**src/rtl/zloop_pkg.sv**
```systemverilog
package zloop_pkg;
  // Action chosen for one issue slot.
  typedef enum logic [2:0] {
    ACT_NONE   = 3'd0,
    ACT_ENTER  = 3'd1,
    ACT_EXIT   = 3'd2,
    ACT_REPEAT = 3'd3,
    ACT_LEAVE  = 3'd4
  } loop_act_e;

  // Bit positions inside the condition selector (above the flag index).
  localparam int unsigned COND_EN_OFS  = 1;
  localparam int unsigned COND_INV_OFS = 0;
endpackage

```
**src/rtl/zloop_rst_sync.sv**
```systemverilog
module zloop_rst_sync (
  input  logic clk,
  input  logic rst_n,
  output logic rst_sync_n
);
  logic stage1_q, stage2_q;

  always_ff @(posedge clk or negedge rst_n) begin
    if (!rst_n) begin
      stage1_q <= 1'b0;
      stage2_q <= 1'b0;
    end else begin
      stage1_q <= 1'b1;
      stage2_q <= stage1_q;
    end
  end

  assign rst_sync_n = stage2_q;
endmodule

```
**src/rtl/zloop_cond.sv**
```systemverilog
module zloop_cond #(
  parameter int unsigned FLAG_N = 4,
  localparam int unsigned IDX_W  = $clog2(FLAG_N),
  localparam int unsigned COND_W = IDX_W + 2
) (
  input  logic              clk,
  input  logic              rst_n,
  input  logic              flag_wr_valid,
  input  logic [FLAG_N-1:0] flag_wr_data,
  input  logic [COND_W-1:0] cond_code,
  output logic              cond_met
);
  import zloop_pkg::*;

  logic [FLAG_N-1:0] flag_q, flag_d, flag_eff;
  logic              flag_en;
  logic              sel_flag;
  logic              c_en, c_inv;
  logic [IDX_W-1:0]  c_idx;

  // Next state of the stored flag copy
  always_comb begin
    flag_en = flag_wr_valid;
    flag_d  = flag_wr_data;
  end

  always_ff @(posedge clk or negedge rst_n) begin
    if (!rst_n)       flag_q <= '0;
    else if (flag_en) flag_q <= flag_d;
  end

  // Bypass: a same-cycle write wins over the stored copy
  always_comb begin
    flag_eff = flag_wr_valid ? flag_wr_data : flag_q;
    c_en     = cond_code[IDX_W + COND_EN_OFS];
    c_inv    = cond_code[IDX_W + COND_INV_OFS];
    c_idx    = cond_code[IDX_W-1:0];
    sel_flag = flag_eff[c_idx];
    cond_met = !c_en || (sel_flag ^ c_inv);
  end
endmodule

```
**src/rtl/zloop_stack.sv**
```systemverilog
module zloop_stack #(
  parameter int unsigned ENTRY_W = 37,
  parameter int unsigned DEPTH   = 4,
  localparam int unsigned PTR_W  = $clog2(DEPTH + 1)
) (
  input  logic               clk,
  input  logic               rst_n,
  input  logic               push,
  input  logic               pop,
  input  logic [ENTRY_W-1:0] push_data,
  output logic [ENTRY_W-1:0] pop_data,
  output logic [PTR_W-1:0]   depth,
  output logic               err
);
  logic [ENTRY_W-1:0] mem [DEPTH];
  logic [PTR_W-1:0]   ptr_q, ptr_d;
  logic               ptr_en;
  logic               full, empty;
  logic               err_q, err_d, err_en;

  assign full  = (ptr_q == PTR_W'(DEPTH));
  assign empty = (ptr_q == '0);

  // Pointer and error next state
  always_comb begin
    ptr_d  = ptr_q;
    ptr_en = 1'b0;
    err_d  = 1'b1;
    err_en = 1'b0;
    if (push) begin
      if (full) err_en = 1'b1;
      else begin
        ptr_d  = ptr_q + PTR_W'(1);
        ptr_en = 1'b1;
      end
    end else if (pop) begin
      if (empty) err_en = 1'b1;
      else begin
        ptr_d  = ptr_q - PTR_W'(1);
        ptr_en = 1'b1;
      end
    end
  end

  always_ff @(posedge clk or negedge rst_n) begin
    if (!rst_n)      ptr_q <= '0;
    else if (ptr_en) ptr_q <= ptr_d;
  end

  always_ff @(posedge clk or negedge rst_n) begin
    if (!rst_n)      err_q <= 1'b0;
    else if (err_en) err_q <= err_d;
  end

  // One write-enabled register per entry
  for (genvar g = 0; g < DEPTH; g++) begin : g_entry
    logic wr_en;
    assign wr_en = push && !full && (ptr_q == PTR_W'(g));
    always_ff @(posedge clk or negedge rst_n) begin
      if (!rst_n)     mem[g] <= '0;
      else if (wr_en) mem[g] <= push_data;
    end
  end

  // Top-of-stack read; an empty stack yields an idle context
  always_comb begin
    pop_data = '0;
    for (int i = 0; i < DEPTH; i++) begin
      if (ptr_q == PTR_W'(i + 1)) pop_data = mem[i];
    end
  end

  assign depth = ptr_q;
  assign err   = err_q;
endmodule

```
**src/rtl/zloop_decide.sv**
```systemverilog
module zloop_decide #(
  parameter int unsigned CNT_W = 16
) (
  input  logic             issue_valid,
  input  logic             enter_valid,
  input  logic             exit_valid,
  input  logic             issue_eol,
  input  logic             active,
  input  logic [CNT_W-1:0] count,
  input  logic             cond_met,
  output zloop_pkg::loop_act_e act,
  output logic [CNT_W-1:0] count_dec,
  output logic             redirect
);
  import zloop_pkg::*;

  logic again;

  always_comb begin
    count_dec = (count == '0) ? '0 : (count - CNT_W'(1));
    again     = (count_dec != '0) || !cond_met;
    act       = ACT_NONE;
    if (issue_valid) begin
      if (enter_valid)              act = ACT_ENTER;
      else if (exit_valid)          act = ACT_EXIT;
      else if (issue_eol && active) act = again ? ACT_REPEAT : ACT_LEAVE;
    end
    redirect = (act == ACT_REPEAT);
  end
endmodule

```
**src/rtl/zloop_ctrl.sv**
```systemverilog
module zloop_ctrl #(
  parameter int unsigned ADDR_W = 16,
  parameter int unsigned CNT_W  = 16,
  parameter int unsigned FLAG_N = 4,
  parameter int unsigned DEPTH  = 4,
  localparam int unsigned IDX_W  = $clog2(FLAG_N),
  localparam int unsigned COND_W = IDX_W + 2,
  localparam int unsigned DEP_W  = $clog2(DEPTH + 1),
  localparam int unsigned CTX_W  = 1 + ADDR_W + CNT_W + COND_W
) (
  input  logic              clk,
  input  logic              rst_n,
  input  logic              issue_valid,
  input  logic [ADDR_W-1:0] issue_pc,
  input  logic              issue_eol,
  input  logic              enter_valid,
  input  logic [CNT_W-1:0]  enter_count,
  input  logic [COND_W-1:0] enter_cond,
  input  logic              exit_valid,
  input  logic              flag_wr_valid,
  input  logic [FLAG_N-1:0] flag_wr_data,
  output logic              redirect_valid,
  output logic [ADDR_W-1:0] redirect_pc,
  output logic              loop_active,
  output logic [CNT_W-1:0]  loop_count,
  output logic [DEP_W-1:0]  loop_depth,
  output logic              stack_err
);
  import zloop_pkg::*;

  logic core_rst_n;

  // Live loop context
  logic              act_q, act_d;
  logic [ADDR_W-1:0] start_q, start_d;
  logic [CNT_W-1:0]  cnt_q, cnt_d;
  logic [COND_W-1:0] cond_q, cond_d;
  logic              ctx_en;

  logic              cond_met;
  loop_act_e         act;
  logic [CNT_W-1:0]  count_dec;
  logic              redirect;
  logic              push, pop;
  logic [CTX_W-1:0]  push_data, pop_data;

  zloop_rst_sync u_rst (
    .clk        (clk),
    .rst_n      (rst_n),
    .rst_sync_n (core_rst_n)
  );

  zloop_cond #(.FLAG_N(FLAG_N)) u_cond (
    .clk           (clk),
    .rst_n         (core_rst_n),
    .flag_wr_valid (flag_wr_valid),
    .flag_wr_data  (flag_wr_data),
    .cond_code     (cond_q),
    .cond_met      (cond_met)
  );

  zloop_decide #(.CNT_W(CNT_W)) u_decide (
    .issue_valid (issue_valid),
    .enter_valid (enter_valid),
    .exit_valid  (exit_valid),
    .issue_eol   (issue_eol),
    .active      (act_q),
    .count       (cnt_q),
    .cond_met    (cond_met),
    .act         (act),
    .count_dec   (count_dec),
    .redirect    (redirect)
  );

  zloop_stack #(.ENTRY_W(CTX_W), .DEPTH(DEPTH)) u_stack (
    .clk       (clk),
    .rst_n     (core_rst_n),
    .push      (push),
    .pop       (pop),
    .push_data (push_data),
    .pop_data  (pop_data),
    .depth     (loop_depth),
    .err       (stack_err)
  );

  assign push_data = {act_q, start_q, cnt_q, cond_q};

  // Next-state of the live context
  always_comb begin
    act_d   = act_q;
    start_d = start_q;
    cnt_d   = cnt_q;
    cond_d  = cond_q;
    push    = 1'b0;
    pop     = 1'b0;
    ctx_en  = 1'b0;
    unique case (act)
      ACT_ENTER: begin
        push    = 1'b1;
        ctx_en  = 1'b1;
        act_d   = 1'b1;
        start_d = issue_pc + ADDR_W'(1);
        cnt_d   = enter_count;
        cond_d  = enter_cond;
      end
      ACT_EXIT, ACT_LEAVE: begin
        pop    = 1'b1;
        ctx_en = 1'b1;
        {act_d, start_d, cnt_d, cond_d} = pop_data;
      end
      ACT_REPEAT: begin
        ctx_en = 1'b1;
        cnt_d  = count_dec;
      end
      default: ;
    endcase
  end

  always_ff @(posedge clk or negedge core_rst_n) begin
    if (!core_rst_n) begin
      act_q   <= 1'b0;
      start_q <= '0;
      cnt_q   <= '0;
      cond_q  <= '0;
    end else if (ctx_en) begin
      act_q   <= act_d;
      start_q <= start_d;
      cnt_q   <= cnt_d;
      cond_q  <= cond_d;
    end
  end

  assign redirect_valid = redirect;
  assign redirect_pc    = start_q;
  assign loop_active    = act_q;
  assign loop_count     = cnt_q;
endmodule

```
**config.mk**
```make
export PLATFORM = sky130hd
export DESIGN_NAME = zloop_ctrl
export DESIGN_NICKNAME = d
export VERILOG_FILES = /design/src/rtl/zloop_pkg.sv /design/src/rtl/zloop_rst_sync.sv /design/src/rtl/zloop_cond.sv /design/src/rtl/zloop_stack.sv /design/src/rtl/zloop_decide.sv /design/src/rtl/zloop_ctrl.sv
export SDC_FILE = /design/constraint.sdc
export NUM_CORES = 1
export LEC_CHECK = 0
export ABC_AREA = 0
export CELL_PAD_IN_SITES_DETAIL_PLACEMENT = 0
export CELL_PAD_IN_SITES_GLOBAL_PLACEMENT = 1
export CORE_MARGIN = 4
export CORE_UTILIZATION = 51
export CTS_CLUSTER_SIZE = 40
export DETAILED_ROUTE_END_ITERATION = 7
export DONT_BUFFER_PORTS = 1
export PLACE_DENSITY_LB_ADDON = 0.1
export SLEW_MARGIN = 40
export SYNTH_ARGS = -nofsm -noshare
export SYNTH_HDL_FRONTEND = slang
export SYNTH_SLANG_ARGS = --single-unit
```
**constraint.sdc**
```tcl
create_clock -name clk -period 8.24 [get_ports clk]
set_input_delay 1.648 -clock clk [delete_from_list [all_inputs] [get_ports clk]]
set_output_delay 1.648 -clock clk [all_outputs]
set_load 0.05 [all_outputs]
```
==> metrics.md <==
| Metric | Value |
|---|---|
| Slew Viols, Final | `0` |
| Chip height | `145 um` |
| Routability-driven placement congestion ratio | `0.818` |
| Cell count after synthesis | `888` |
| CTS root buf | `clkbuf_16` |
| Kind of end point of the critical path | `output pin` |
| Total congestion overflow after global routing | `0` |
| Depth of the CTS H-tree | `4` |
| Number of setup violations in the final report | `0` |
| Maximum count of clock buffers along a single path | `2` |
| Die extent in x | `145 um` |
| Register bit count reported by yosys | `195` |
| Status | `complete, no violations` |
| Synthesized area per cell | `10.8 um2` |
| Proportion of register bits with asynchronous set or reset after synthesis | `100%` |
| Post-CTS setup repair buffer count | `0` |
| Most used DFF post-synth | `dfrtp_1` |
| Worst clock skew | `8.73 ps` |
| Via count of the first global-routing pass | `6953` |
| Hold buffers post-CTS | `0` |
| Clock slew at the register clock pins of the worst setup and hold paths | `70 ps` |
| Ratio of cells with drive above 1 in the final layout | `24.1%` |
| Number of antenna cells inserted | `0` |
| Post-synthesis sequential area ratio | `51.0%` |
| Number of sinks on the clock net | `195` |
| Layout area overhead | `8.14%` |
| Routed WL | `23500 um` |
| GRT Overall Usage | `22.9%` |
| Half-perimeter wire length after detailed placement | `14600 um` |
| Setup total negative slack | `0 ps` |
| Worst setup path startpoint | `flag_wr_valid` |
| Core area | `18200 um2` |
| Combined area of all synthesized cells | `9580 um2` |
| Classification of the worst-slack hold path | `reg -> async` |
| Number of buffers created by CTS | `17` |
| Die outline area | `21000 um2` |
| Critical Path RT | `6590 ps` |
| Synth warnings | `0` |
| CP max FO | `6` |
| Final net count | `912` |
| Count of unique library cells instantiated by Yosys | `61` |
| Origin of the critical flop-to-flop path | `loop_count[0]$_DFFE_PN0P_` |
| Portion of the clock cycle consumed by the worst path in the final layout | `62.4%` |
| I/O pin count | `85` |
| Detailed Routing Iterations Pass 1 | `5` |
| Number of buffers inserted by port buffering | `0` |
| Number of DRC markers after the initial detailed-route iteration | `413` |
| Maximum number of pins on one net before global-route repair | `84` |
| First-pass GRT wire length | `38800 um` |
| Resize count post-CTS | `0` |
| Final standard cell utilization of the core | `56.9%` |
| Pwr Density | `338 nW/um2` |
| Startpoint types | `input port` |
| Final number of hold-violating endpoints | `0` |
| Commonest non-fill, non-tap cell in the layout | `dfrtp_1` |
| Peak supply drop | `0.000175 V` |
| Arr. time, crit path | `3490 ps` |
| Slew at the pin with the worst max-slew slack | `891 ps` |
| Via Count | `6718` |
| Worst-skew pair later-pin latency | `430 ps` |
| Leak Pwr | `4.46 nW` |
| Antenna violations before repair | `0` |
| Number of synthesized flops with an enable pin | `0` |
| Initial Utilization | `52.6%` |
| TritonCTS clock tree | `yes` |
| Max_slew headroom | `40.6%` |
| Number of rows in the core area | `49` |
| Number of remaining DRC errors | `0` |
| Vias per cell | `6.11` |
| Setup Crit Path Kind | `in -> out` |
| Max-capacitance violation count | `0` |
| Antenna Nets Post-Route | `0` |
| Nets in the synthesized netlist | `943` |
| Unrepaired setup endpoints after global routing | `false` |
| Final worst path period need | `5140 ps` |
| Commonest cells after routing, fill and taps aside | `dfrtp_1 (190), mux2_2 (137), nand2_1 (82)` |
| Achievable Freq | `0.195 GHz` |
| Wire per inst | `21.4 um` |
## cells in the mapped netlist, types with 2 or more instances
cell type | instances | area [um2]
or3_1 | 2 | 12.5
mux4_2 | 2 | 45.0
and3_1 | 3 | 18.8
buf_4 | 3 | 22.5
nand3b_1 | 2 | 15.0
a211oi_1 | 7 | 52.6
inv_1 | 8 | 30.0
buf_6 | 3 | 33.8
or4_1 | 2 | 15.0
ha_1 | 8 | 100
buf_1 | 14 | 52.6
clkbuf_1 | 43 | 161
nand4_1 | 5 | 31.3
nor2b_1 | 4 | 25.0
a21oi_1 | 62 | 310
buf_2 | 2 | 10.0
a221o_1 | 3 | 30.0
nor2_1 | 75 | 282
and2_1 | 2 | 12.5
nor3_1 | 10 | 50.1
o211ai_1 | 6 | 45.0
a22oi_1 | 40 | 300
xor2_1 | 14 | 123
o31ai_1 | 3 | 22.5
o31a_1 | 3 | 26.3
mux2_2 | 137 | 1540
nand2_1 | 84 | 315
xnor2_1 | 5 | 43.8
a211o_1 | 2 | 17.5
and4_1 | 3 | 26.3
o21ai_1 | 3 | 15.0
nand2b_1 | 3 | 18.8
a22o_1 | 2 | 17.5
o21ai_0 | 72 | 360
nand3_1 | 12 | 60.1
a221oi_1 | 9 | 78.8
dfrtp_1 | 195 | 4880
mux2i_1 | 12 | 120
## flip-flops by register name (all words and copies together), names as in the netlist
| signal | flops |
|---|---|
| cond_q | 4 |
| loop_active | 1 |
| loop_count | 16 |
| redirect_pc | 16 |
| u_cond.flag_q | 4 |
| u_rst.rst_sync_n | 1 |
| u_rst.stage1_q | 1 |
| u_stack.depth | 3 |
| u_stack.err | 1 |
| u_stack.mem | 148 |
## power by group
| group | switching (mW) | internal, mW | total (mW) | leakage (nW) |
|---|---|---|---|---|
| clock | 0.377 | 0.460 | 0.837 | 0.285 |
| combinational | 0.479 | 0.437 | 0.916 | 1.72 |
| sequential | 0.420 | 1.32 | 1.74 | 2.45 |
| total | 1.28 | 2.22 | 3.50 | 4.46 |
## kinds of logic after synthesis
logic type / share of synthesized area (%)
simple gates: 10.6
xor+xnor: 1.74
fa+ha+maj: 1.05
mux: 17.8
compound gates: 14.6
other cells: 0.0392
buf+inv: 3.24
flops: 51.0
## final timing paths
check                      slack (ps)                      endpoint  cells past startpoint
max reg2reg                      4020  u_stack.depth[2]$_DFFE_PN0P_                     11
min reg2reg                       290  u_stack.mem[111]$_DFFE_PN0P_                      0
max in group asynchronous        6490    loop_count[15]$_DFFE_PN0P_                      2
max                              3100                redirect_valid                      6
min                               290  u_stack.mem[111]$_DFFE_PN0P_                      0
min in group clk                  360    u_rst.rst_sync_n$_DFF_PN0_                      0
## critical path, cell delays in order
cell and delay, ps:
mux4_2 460, mux2i_1 250, xor2_1 310, a221oi_2 150, nand4b_4 140, nor2b_2 530
## metrics by stage
stage	hold WS [ps]	worst slack [ps]	std cells	instance area, um2	power (mW)
2_1_floorplan	331	2400	888	9580	2.41
3_3_place_gp	340	2870	1066	9730	2.61
3_5_place_dp	305	3100	1067	9750	2.69
4_1_cts	313	3090	1099	10300	3.52
5_1_grt	336	3020	1099	10400	3.72
6_report	291	3100	1099	10400	3.50
## routing by layer
metal	routed length (um)	GRT usage [%]	vias to the layer above
li1	-	-	3136
met1	10100	29.9	3415
met2	11800	39.5	145
met3	1260	4.90	22
met4	303	5.75	0
met5	0	0	-
## cell type report
class	count	area [um2]
Clock buffer	18	439
Clock inverter	14	153
Fill cell	1539	7850
Inverter	8	30.0
Multi-Input combinational cell	620	4430
Sequential cell	195	4890
Tap cell	229	287
Timing Repair Buffer	15	133
(Power assumes the default switching activity.)
